### src/rtl/fes_pkg.sv
package fes_pkg;
   localparam int unsigned FES_NUM_ERR = 4;

   typedef enum logic [1:0] {
      FES_MASTER_ABORT = 2'd0,
      FES_TARGET_ABORT = 2'd1,
      FES_ADDR_PARITY  = 2'd2,
      FES_DATA_PARITY  = 2'd3
   } fes_err_idx_e;
endpackage

### src/rtl/fes_err_latch.sv
module fes_err_latch #(
   parameter int unsigned N_ERR = 4
) (
   input  logic             clk,
   input  logic             rst_n,
   input  logic             clr,
   input  logic [N_ERR-1:0] pulse,
   output logic [N_ERR-1:0] stat
);
   generate
      if (N_ERR < 1) begin : g_bad_width
         $error("fes_err_latch: N_ERR must be at least 1");
      end
   endgenerate

   for (genvar gi = 0; gi < N_ERR; gi++) begin : g_bit
      always_ff @(posedge clk or negedge rst_n) begin
         if (!rst_n)         stat[gi] <= 1'b0;
         else if (clr)       stat[gi] <= 1'b0;
         else if (pulse[gi]) stat[gi] <= 1'b1;
      end


      sticky_bit_chk: assert property (@(posedge clk) disable iff (!rst_n)
         (stat[gi] && !clr) |=> stat[gi]);


      bit_set_chk: assert property (@(posedge clk) disable iff (!rst_n)
         (pulse[gi] && !clr) |=> stat[gi]);
   end
endmodule

### src/rtl/fes_halt_ctrl.sv
module fes_halt_ctrl #(
   parameter int unsigned N_ERR = 4
) (
   input  logic             clk,
   input  logic             rst_n,
   input  logic             clr,
   input  logic [N_ERR-1:0] pulse,
   input  logic [N_ERR-1:0] stat,
   output logic             halt_q
);
   logic trip;
   assign trip = |pulse;

   always_ff @(posedge clk or negedge rst_n) begin
      if (!rst_n)    halt_q <= 1'b0;
      else if (clr)  halt_q <= 1'b0;
      else if (trip) halt_q <= 1'b1;
   end


   halt_hold_chk: assert property (@(posedge clk) disable iff (!rst_n)
      (halt_q && !clr) |=> halt_q);


   halt_agree_chk: assert property (@(posedge clk) disable iff (!rst_n)
      halt_q |-> (stat != '0));


   soft_clear_chk: assert property (@(posedge clk) disable iff (!rst_n)
      clr |=> (!halt_q && stat == '0));
endmodule

### src/rtl/fatal_err_shutdown.sv
module fatal_err_shutdown
   import fes_pkg::*;
#(
   parameter int unsigned N_ERR = FES_NUM_ERR
) (
   input  logic             clk,
   input  logic             rst_n,
   input  logic [N_ERR-1:0] err_pulse_i,
   input  logic             tx_busy_i,
   input  logic             rx_busy_i,
   input  logic             soft_rst_i,
   output logic [N_ERR-1:0] err_stat_o,
   output logic             dma_halt_o,
   output logic             rx_offline_o,
   output logic             tx_bad_crc_o,
   output logic             tx_idle_o,
   output logic             rx_idle_o
);
   logic halt_q;

   fes_err_latch #(.N_ERR(N_ERR)) u_latch (
      .clk   (clk),
      .rst_n (rst_n),
      .clr   (soft_rst_i),
      .pulse (err_pulse_i),
      .stat  (err_stat_o)
   );

   fes_halt_ctrl #(.N_ERR(N_ERR)) u_halt (
      .clk    (clk),
      .rst_n  (rst_n),
      .clr    (soft_rst_i),
      .pulse  (err_pulse_i),
      .stat   (err_stat_o),
      .halt_q (halt_q)
   );

   assign dma_halt_o   = halt_q;
   assign rx_offline_o = halt_q;
   assign tx_bad_crc_o = halt_q & tx_busy_i;
   assign tx_idle_o    = ~tx_busy_i;
   assign rx_idle_o    = halt_q & ~rx_busy_i;


   bad_crc_needs_tx_chk: assert property (@(posedge clk) disable iff (!rst_n)
      tx_bad_crc_o |-> (!tx_idle_o && dma_halt_o));


   rx_idle_offline_chk: assert property (@(posedge clk) disable iff (!rst_n)
      rx_idle_o |-> rx_offline_o);
endmodule

### config.mk
export PLATFORM = sky130hd
export DESIGN_NAME = fatal_err_shutdown
export DESIGN_NICKNAME = d
export VERILOG_FILES = /design/src/rtl/fes_pkg.sv /design/src/rtl/fes_err_latch.sv /design/src/rtl/fes_halt_ctrl.sv /design/src/rtl/fatal_err_shutdown.sv
export SDC_FILE = /design/constraint.sdc
export NUM_CORES = 1
export LEC_CHECK = 0
export CAP_MARGIN = 40
export CORE_AREA = 2 2 39 41
export CTS_CLUSTER_DIAMETER = 50
export DETAILED_ROUTE_END_ITERATION = 7
export DIE_AREA = 0 0 41 43
export HOLD_SLACK_MARGIN = 0.03
export PLACE_DENSITY = 0.52
export SETUP_SLACK_MARGIN = 0.05
export SLEW_MARGIN = 30
export SYNTH_ARGS = -nofsm -noshare
export SYNTH_HDL_FRONTEND = slang
export SYNTH_SLANG_ARGS = --single-unit
### constraint.sdc
create_clock -name clk -period 1.1 [get_ports clk]
set_clock_uncertainty 0.05 [all_clocks]
set_input_delay 0.165 -clock clk [delete_from_list [all_inputs] [get_ports clk]]
set_output_delay 0.165 -clock clk [all_outputs]
set_load 0.01 [all_outputs]
==> results of run 1 <==
-- how the worst max path moves through the flow --
stage                         to  slack, ns  cells after the start           from
finish              tx_bad_crc_o      -0.02                      2  u_halt.halt_q
global route        tx_bad_crc_o      -0.07                      2  u_halt.halt_q
CTS                    rx_idle_o      -0.04                      2  u_halt.halt_q
detailed placement  tx_bad_crc_o      -0.39                      3      tx_busy_i
global placement    tx_bad_crc_o      -0.39                      3      tx_busy_i
floorplan              rx_idle_o       0.24                      1  u_halt.halt_q
-- critical path: cells and delay by family, from the launching register on --
kind | cells | cell delay, ns
buffers and inverters | 1 | 0.13
flip-flops | 1 | 0.40
AND/OR/NAND/NOR | 1 | 0.14
-- registers in the layout, summed over array words and instances, names as in the netlist --
signal / count
u_latch.stat: 4
u_halt.halt_q: 1
-- power groups by stage --
stage,Clock (mW),Sequential (mW),Combinational (mW)
after CTS,0.224,0.204,0.0864
after detailed placement,0,0.207,0.105
after global placement,0,0.207,0.105
after global routing,0.236,0.205,0.0982
after floorplan,0,0.212,0.0218
final,0.210,0.204,0.0876
-- what timing repair did --
| item | in CTS | in global routing |
|---|---|---|
| pin swaps | 1 | 0 |
| endpoints found under the setup margin | 9 | 2 |
| setup buffers | 0 | 1 |
| hold buffers | 0 | 0 |
| gates resized for setup | 36 | 0 |
-- final cells by class --
class | count | area, um^2
Sequential cell | 5 | 125
Fill cell | 150 | 1010
Multi-Input combinational cell | 13 | 56.3
Timing Repair Buffer | 19 | 140
Inverter | 1 | 3.75
Clock buffer | 4 | 26.3
Tap cell | 16 | 20.0
-- per-layer routing --
layer / GRT usage [%] / share of wire [%] / vias up
met1: 7.21 / 40 / 88
met2: 10.9 / 47 / 11
li1: - / - / 105
met4: 2.00 / 0 / 0
met3: 8.38 / 12 / 0
met5: 0 / 0 / -
-- synthesized netlist by cell type --
library cell / number
nor2_1: 9
dfrtp_1: 5
a21oi_1: 1
and2_1: 1
buf_4: 1
inv_1: 1
nor2b_1: 1
nor3_1: 1
-- layout by cell type (no fill, tap or decap) --
master / synthesis / layout
a21oi_1: 1 / 1
clkbuf_4: 0 / 3
dfrtp_1: 5 / 5
clkbuf_1: 0 / 1
clkdlybuf4s50_1: 0 / 8
nor2_1: 9 / 9
nor2b_1: 1 / 1
nor3_1: 1 / 1
buf_4: 1 / 2
inv_1: 1 / 1
and2_1: 1 / 1
buf_2: 0 / 9
-- logic make-up after synthesis --
group	after synthesis	share of synthesized area (%)
buffers and inverters	2	5.84
AOI/OAI and AO/OA	1	2.59
and+or+nand+nor	12	26.6
DFF	5	64.9
==> insert_results.sql, run 1 <==
INSERT INTO impl_metrics (metric_group, metric, value, unit) VALUES
('critical_path', 'max_stage_delay', '0.40', 'ns'),
('global_routing', 'pin_count_of_the_biggest_net_entering_global_routing', '6', ''),
('route', 'viasPerCell', '3.52', ''),
('final_layout', 'antenna_cells_inserted', '0', ''),
('cts', 'ctsRootBufferMaster', 'clkbuf_4', ''),
('global_routing', 'grt_remaining_overflow', '0', ''),
('floorplan', 'area_of_the_die', '0.00176', 'mm^2'),
('timing', 'fin_hold_ws', '0.0977', 'ns'),
('timing', 'final.min_clock_period', '1.12', 'ns'),
('power_and_ir_drop', 'combinational_power_share', '17.5', '%'),
('yosys', 'synth.top_cells.by_area', 'dfrtp_1, nor2_1, buf_4', ''),
('critical_path', 'worstSetupPathType', 'register to primary output', ''),
('final_layout', 'drive_gt1_share', '33.3', '%'),
('yosys', 'yosys_warnings', '0', ''),
('cts', 'cts_sinks', '5', ''),
('critical_path', 'worstSetupStartpointType', 'register', ''),
('global_routing', 'grt_usage', '7.68', '%'),
('cts', 'clk_pin_slew', '0.04', 'ns'),
('yosys', 'netlist-cell-type-count', '8', ''),
('route', 'num_vias', '204', ''),
('cts', 'worstSkewPairLatency', '0.24', 'ns'),
('critical_path', 'endpoint_kind', 'primary output', ''),
('global_routing', 'grt_first_pass_wirelength', '834', 'um'),
('placement', 'detailedPlace.worstSlack', '-0.386', 'ns'),
('final_layout', 'num-nets-final', '52', ''),
('route', 'wl_per_cell', '9.28', 'um'),
('timing', 'worst_setup_margin', '-0.0212', 'ns'),
('yosys', 'ys_seq_elements', '5', ''),
('floorplan', 'num_io_pins', '18', ''),
('global_routing', 'grt_pass1_vias', '200', ''),
('power_and_ir_drop', 'ir_drop_worst_vdd', '688', 'uV'),
('outcome', 'outcome', 'finished, violations left', ''),
('final_layout', 'finalCoreUtilization', '26.9', '%'),
('floorplan', 'core', '0.00138', 'mm^2'),
('route', 'totalWireLength', '538', 'um'),
('critical_path', 'cp.required', '0.88', 'ns'),
('power_and_ir_drop', 'power.density_cell_area', '1350', 'mW/mm^2'),
('floorplan', 'initial_utilization', '13.9', '%'),
('timing', 'tightestPinTransition', '0.231', 'ns'),
('yosys', 'post_synth_inst_count', '20', ''),
('yosys', 'synth_area_per_cell', '9.63', 'um^2'),
('power_and_ir_drop', 'design_power', '0.501', 'mW'),
('outcome', 'failed_checks', 'negative setup slack', ''),
('final_layout', 'final_design_area_no_fill', '372', 'um^2'),
('power_and_ir_drop', 'intPower', '0.385', 'mW'),
('critical_path', 'rr_worst_depth', '4', ''),
('yosys', 'ys_seq_area_share', '64.9', '%'),
('timing', 'min_period_over_period', '102', '%'),
('yosys', 'syn-cell-area', '193', 'um^2'),
('floorplan', 'die_h', '43', 'um'),
('critical_path', 'cells_along_the_critical_path', 'and2_1 -> buf_2', ''),
('timing', 'hold_viol_final', '0', ''),
('floorplan', 'rows', '14', ''),
('cts', 'max-clock-path-buffers', '2', ''),
('critical_path', 'worstReg2RegEnd', 'u_halt.halt_q', ''),
('route', 'route.detailed.drc', '0', ''),
('cts', 'cts_made_buffers', '3', ''),
('yosys', 'synth_top_cell_area_share', '64.9', '%'),
('timing', 'timing_max_transition_violations_final', '0', ''),
('power_and_ir_drop', 'clock_power_share', '41.8', '%'),
('critical_path', 'critical_path.slowest_cell', 'dfrtp_1', ''),
('placement', 'dpl-instance-area', '383', 'um^2'),
('cts', 'cts_tree', 'built', ''),
('critical_path', 'critical_path_arrival', '0.91', 'ns'),
('placement', 'numPlacedInstances', '53', ''),
('placement', 'io_buffer_count', '17', ''),
('timing', 'report.final.setup_viol', '2', ''),
('yosys', 'syn_nets', '29', ''),
('global_routing', 'grt_antenna_before_repair', '0', ''),
('job', 'cap_viol_max_count', '0', ''),
('worst_hold_path', 'holdCritPathClass', 'primary input to async pin', '');
(Power assumes the default switching activity.)
==> inputs of run 2 (changes only) <==
- CTS_CLUSTER_SIZE: unset -> 20
- GPL_TIMING_DRIVEN: unset -> 0
==> run 2 against run 1 <==
Against the previous run: the flow still finishes with violations (negative setup slack); critical path depth did not move; hold slack improved by 0.00088 ns; clock power fell by 2%; sequential power barely moved; flip-flop and latch count did not move; count of clock-buffer cells in the layout did not move; non-clock buffer count did not move.
==> insert_results.sql, run 2 (synthesis results as in run 1) <==
INSERT INTO impl_metrics (metric_group, metric, value, unit) VALUES
('outcome', 'outcome', 'finished, violations left', ''),
('outcome', 'failed_checks', 'negative setup slack', ''),
('timing', 'maxSlewHeadroom', '84.7', '%'),
('floorplan', 'die_width', '41', 'um'),
('critical_path', 'ff2ff_setup_slack', '0.25', 'ns'),
('timing', 'tightestPinTransition', '0.229', 'ns'),
('global_routing', 'grt_first_pass_wirelength', '696', 'um'),
('route', 'route.detailed.drc', '0', ''),
('route', 'wl_per_cell', '8.60', 'um'),
('power_and_ir_drop', 'power.share.sequential', '40.7', '%'),
('route', 'dr.pass1.iters', '4', ''),
('route', 'num_vias', '207', ''),
('final_layout', 'largestRegisters', 'u_latch.stat x4, u_halt.halt_q x1', ''),
('timing', 'achievable-frequency', '892', 'MHz'),
('cts', 'worstSkewPairLatency', '0.24', 'ns'),
('critical_path', 'rr_worst_depth', '3', ''),
('final_layout', 'largest_register_ffs', '4', ''),
('floorplan', 'area_of_the_die', '0.00176', 'mm^2'),
('critical_path', 'worstReg2RegEnd', 'u_halt.halt_q', ''),
('placement', 'gp_congestion', '0.613', ''),
('cts', 'cts_sinks', '5', ''),
('timing', 'timing_max_transition_violations_final', '0', ''),
('power_and_ir_drop', 'ir_drop_worst_vdd', '546', 'uV'),
('cts', 'ctsRootBufferMaster', 'clkbuf_4', ''),
('final_layout', 'highest_count_cells_in_the_layout_ignoring_fill_and_taps', 'nor2_1, clkdlybuf4s50_1, buf_2, dfrtp_1, clkbuf_4', ''),
('cts', 'max-clock-path-buffers', '2', ''),
('placement', 'detailedPlace.worstSlack', '-0.390', 'ns'),
('final_layout', 'antenna_cells_inserted', '0', ''),
('cts', 'clk_pin_slew', '0.04', 'ns'),
('power_and_ir_drop', 'power.density_cell_area', '1320', 'mW/mm^2'),
('critical_path', 'critical_path_arrival', '0.91', 'ns'),
('cts', 'cts_tree', 'built', ''),
('timing', 'rsz0062_at_grt', 'true', ''),
('timing', 'min_period_over_period', '102', '%'),
('global_routing', 'grt_pass1_vias', '164', ''),
('global_routing', 'grt_remaining_overflow', '0', ''),
('global_routing', 'pin_count_of_the_biggest_net_entering_global_routing', '6', ''),
('power_and_ir_drop', 'switching_power', '0.112', 'mW'),
('floorplan', 'die_h', '43', 'um'),
('power_and_ir_drop', 'combinational_power_share', '18.0', '%'),
('power_and_ir_drop', 'p_sw_share', '22.5', '%'),
('final_layout', 'filler_cell_count', '157', ''),
('power_and_ir_drop', 'leakagePower', '0.189', 'nW'),
('timing', 'report.final.setup_viol', '3', ''),
('floorplan', 'core', '0.00138', 'mm^2'),
('final_layout', 'drive_gt1_share', '33.3', '%'),
('cts', 'cts_made_buffers', '3', ''),
('critical_path', 'cp.required', '0.88', 'ns'),
('final_layout', 'largest_register', 'u_latch.stat', ''),
('final_layout', 'most_common_cell_after_layout_fill_and_taps_aside', 'nor2_1', ''),
('critical_path', 'rr_startpoint', 'u_halt.halt_q', ''),
('critical_path', 'endpoint_kind', 'primary output', ''),
('floorplan', 'rows', '14', ''),
('timing', 'fin_hold_ws', '0.0985', 'ns'),
('timing', 'hold_viol_final', '0', ''),
('timing', 'final.min_clock_period', '1.12', 'ns'),
('global_routing', 'grt_usage', '6.57', '%'),
('placement', 'io_buffer_count', '17', ''),
('cts', 'cts.htree.levels', '1', ''),
('global_routing', 'grt_antenna_before_repair', '0', ''),
('final_layout', 'num-nets-final', '52', ''),
('critical_path', 'worstSetupPathType', 'register to primary output', ''),
('power_and_ir_drop', 'intPower', '0.387', 'mW'),
('route', 'final_antenna_net_count', '0', ''),
('job', 'cap_viol_max_count', '0', ''),
('worst_hold_path', 'holdCritPathClass', 'primary input to async pin', ''),
('route', 'totalWireLength', '499', 'um'),
('power_and_ir_drop', 'clock_power_share', '41.2', '%'),
('final_layout', 'area_delta_synth_final', '96.1', '%'),
('timing', 'worst_setup_margin', '-0.0212', 'ns'),
('critical_path', 'worstSetupStartpointType', 'register', ''),
('route', 'viasPerCell', '3.57', ''),
('critical_path', 'timing.critical_path.fanout_max', '5', ''),
('floorplan', 'num_io_pins', '18', ''),
('route', 'drt_iter0_drc', '5', ''),
('floorplan', 'initial_utilization', '13.9', '%');
[run 2: cell counts in the layout (fill, tap and decap cells not counted)]
Identical to the previous run, type by type.
[run 2: power groups by stage]
stage               combinational (mW)  clock, mW  sequential (mW)
floorplan                       0.0218          0            0.212
global placement                 0.105          0            0.207
detailed placement               0.105          0            0.207
CTS                             0.0921      0.221            0.204
global route                    0.0999      0.237            0.204
finish                          0.0901      0.206            0.203
[run 2: how the worst max path moves through the flow]
stage,start,to,slack (ns),cells after the start
2_1_floorplan,u_halt.halt_q,rx_idle_o,0.24,1
4_1_cts,u_halt.halt_q,tx_bad_crc_o,-0.04,2
6_report,u_halt.halt_q,tx_bad_crc_o,-0.02,2
3_5_place_dp,tx_busy_i,tx_bad_crc_o,-0.39,3
3_3_place_gp,tx_busy_i,tx_bad_crc_o,-0.39,3
5_1_grt,u_halt.halt_q,tx_bad_crc_o,-0.08,2
[run 2: through the flow]
| step | std cells | instance area, um^2 | TNS (ns) | total power [mW] | utilization [%] |
|---|---|---|---|---|---|
| after global routing | 58 | 378 | -0.195 | 0.541 | 27.3 |
| final | 58 | 378 | -0.0411 | 0.499 | 27.3 |
| after CTS | 58 | 378 | -0.0976 | 0.516 | 27.3 |
| after floorplan | 20 | 193 | 0 | 0.234 | - |
| after detailed placement | 53 | 383 | -1.18 | 0.312 | 27.7 |
| after global placement | 53 | 383 | -1.15 | 0.312 | 27.7 |
[run 2: final cells by class]
class	instances	area, um^2	share of cell area, %
tap	16	20.0	5.30
sequential	5	125	33.1
inverter	1	3.75	0.993
multi-input combinational	13	56.3	14.9
clock buffer	4	26.3	6.95
timing repair buffer	18	139	36.8
buffer	1	7.51	1.99
[run 2: timing repair]
action	in CTS	in global routing
resized for setup	37	0
hold buffers	0	0
endpoints found under the setup margin	9	3
gates cloned	0	0
setup buffers	1	0
pin swaps	1	0
endpoints found under the hold margin	0	0
[run 2: layer usage]
| metal | track usage [%] | vias up | wire [um] |
|---|---|---|---|
| met5 | 0 | - | 0 |
| met3 | 8.90 | 2 | 101 |
| met2 | 7.81 | 13 | 214 |
| li1 | - | 104 | - |
| met4 | 2.00 | 0 | 4 |
| met1 | 6.58 | 88 | 178 |
[run 2: worst max-delay path: stages (launching register included)]
cell and delay [ns]:
dfrtp_1 0.40, and2_1 0.14, buf_2 0.13
==> inputs of run 3 (changes only) <==
- CTS_BUF_LIST: unset -> sky130_fd_sc_hd__clkbuf_4
==> run 3 against run 2 <==
Against the previous run: the run still ends with negative setup slack left; global-route usage is the same; clock power increased by 13%; flip-flop and latch count stayed put; utilization rose by 0.27 points; via count is 0.97% higher; critical endpoint unchanged.
==> insert_results.sql, run 3 (synthesis results as in run 1) <==
INSERT INTO impl_metrics (metric_group, metric, value, unit) VALUES
('outcome', 'outcome', 'finished, violations left', ''),
('outcome', 'failed_checks', 'negative setup slack', ''),
('timing', 'timing_max_transition_violations_final', '0', ''),
('route', 'final_antenna_net_count', '0', ''),
('cts', 'worstSkewPairLatency', '0.24', 'ns'),
('timing', 'maxSlewHeadroom', '84.7', '%'),
('route', 'drt_iter0_drc', '5', ''),
('worst_hold_path', 'holdCritPathClass', 'primary input to async pin', ''),
('critical_path', 'endpoint_kind', 'primary output', ''),
('route', 'num_vias', '209', ''),
('route', 'totalWireLength', '503', 'um'),
('final_layout', 'most_common_cell_after_layout_fill_and_taps_aside', 'nor2_1', ''),
('placement', 'detailedPlace.worstSlack', '-0.390', 'ns'),
('power_and_ir_drop', 'power.density_cell_area', '1380', 'mW/mm^2'),
('final_layout', 'area_delta_synth_final', '98.1', '%'),
('timing', 'report.final.setup_viol', '3', ''),
('timing', 'finalSetupTns', '-0.0466', 'ns'),
('final_layout', 'largest_register_ffs', '4', ''),
('floorplan', 'die_h', '43', 'um'),
('cts', 'cts_made_buffers', '3', ''),
('placement', 'io_buffer_count', '17', ''),
('final_layout', 'num-nets-final', '52', ''),
('final_layout', 'drive_gt1_share', '35.7', '%'),
('timing', 'min_period_over_period', '102', '%'),
('route', 'viasPerCell', '3.60', ''),
('cts', 'max-clock-path-buffers', '2', ''),
('route', 'dr.pass1.iters', '4', ''),
('cts', 'clk_pin_slew', '0.04', 'ns'),
('global_routing', 'grt_remaining_overflow', '0', ''),
('final_layout', 'largest_register', 'u_latch.stat', ''),
('global_routing', 'grt_pass1_vias', '164', ''),
('floorplan', 'num_io_pins', '18', ''),
('critical_path', 'worstSetupPathType', 'register to primary output', ''),
('route', 'wl_per_cell', '8.67', 'um'),
('global_routing', 'grt_first_pass_wirelength', '696', 'um'),
('floorplan', 'initial_utilization', '13.9', '%'),
('global_routing', 'grt_busiest_layer', 'met3', ''),
('final_layout', 'filler_cell_count', '157', ''),
('timing', 'tightestPinTransition', '0.229', 'ns'),
('floorplan', 'rows', '14', ''),
('power_and_ir_drop', 'leakagePower', '0.192', 'nW'),
('critical_path', 'critical_path_arrival', '0.91', 'ns'),
('cts', 'cts_sinks', '5', ''),
('cts', 'cts_tree', 'built', ''),
('timing', 'achievable-frequency', '890', 'MHz'),
('global_routing', 'grt_antenna_before_repair', '0', ''),
('timing', 'final.min_clock_period', '1.12', 'ns'),
('cts', 'cts.hold.buffers_added', '0', ''),
('final_layout', 'largestRegisters', 'u_latch.stat x4, u_halt.halt_q x1', ''),
('global_routing', 'globalRouteMet2Util', '8.13', '%'),
('power_and_ir_drop', 'ir_drop_worst_vdd', '552', 'uV'),
('critical_path', 'timing.critical_path.fanout_max', '5', ''),
('cts', 'cts.htree.levels', '1', ''),
('critical_path', 'cp.required', '0.88', 'ns'),
('final_layout', 'antenna_cells_inserted', '0', ''),
('placement', 'gp_congestion', '0.613', ''),
('global_routing', 'grt_use_met3', '8.90', '%'),
('global_routing', 'grt_usage', '6.57', '%'),
('final_layout', 'highest_count_cells_in_the_layout_ignoring_fill_and_taps', 'nor2_1, clkdlybuf4s50_1, buf_2, dfrtp_1, clkbuf_4', ''),
('timing', 'fin_hold_ws', '0.0969', 'ns'),
('route', 'route.detailed.drc', '0', ''),
('floorplan', 'area_of_the_die', '0.00176', 'mm^2'),
('job', 'cap_viol_max_count', '0', ''),
('global_routing', 'pin_count_of_the_biggest_net_entering_global_routing', '6', ''),
('critical_path', 'worstSetupStartpointType', 'register', ''),
('floorplan', 'die_width', '41', 'um'),
('floorplan', 'core', '0.00138', 'mm^2'),
('cts', 'ctsRootBufferMaster', 'clkbuf_4', ''),
('timing', 'worst_setup_margin', '-0.0230', 'ns'),
('timing', 'hold_viol_final', '0', ''),
('global_routing', 'grt_util_met1', '6.25', '%'),
('timing', 'rsz0062_at_grt', 'true', '');
[run 3: changes by cell type in the layout (fill, tap and decap cells not counted)]
cell,delta
clkbuf_1,-1
clkbuf_4,+1
[run 3: final cells by class]
class / count / area [um^2] / area share (%)
buffer: 1 / 7.51 / 1.97
clock buffer: 4 / 30.0 / 7.87
inverter: 1 / 3.75 / 0.984
multi-input combinational: 13 / 56.3 / 14.8
sequential: 5 / 125 / 32.8
tap: 16 / 20.0 / 5.25
timing repair buffer: 18 / 139 / 36.4
[run 3: final timing paths]
check	slack, ns	from	endpoint	cells past startpoint
worst min-delay path	0.1	rst_n	u_halt.halt_q	1
worst min register to register	0.44	u_latch.stat[2]	u_latch.stat[2]	2
worst max register to register	0.25	u_halt.halt_q	u_halt.halt_q	3
min in group clk	0.44	u_latch.stat[2]	u_latch.stat[2]	2
worst max-delay path	-0.02	u_halt.halt_q	tx_bad_crc_o	2
max in group asynchronous	0.71	rst_n	u_latch.stat[2]	1
[run 3: through the flow]
| stage | util, % | total power [mW] | std cells | area, um^2 |
|---|---|---|---|---|
| 6_report | 27.6 | 0.526 | 58 | 382 |
| 5_1_grt | 27.6 | 0.564 | 58 | 382 |
| 4_1_cts | 27.6 | 0.543 | 58 | 382 |
| 3_5_place_dp | 27.7 | 0.312 | 53 | 383 |
| 3_3_place_gp | 27.7 | 0.312 | 53 | 383 |
| 2_1_floorplan | - | 0.234 | 20 | 193 |
[run 3: worst max-delay path, cell delays in order, from the launching register on]
cell	delay [ns]
dfrtp_1	0.40
and2_1	0.14
buf_2	0.13
[run 3: repair_timing]
item | CTS | global route
cloned | 0 | 0
gates resized for setup | 37 | 0
buffers inserted | 1 | 0
pin swaps | 1 | 0
endpoints found under the setup margin | 9 | 3
[run 3: report_power, final]
group	internal (mW)	switching, mW
Clock	0.161	0.0707
Combinational	0.0536	0.0365
Sequential	0.197	0.00653
[run 3: metal layers]
metal,share of wire (%),vias up
li1,-,104
met1,35,90
met2,44,13
met3,20,2
met4,0.80,0
met5,0,-
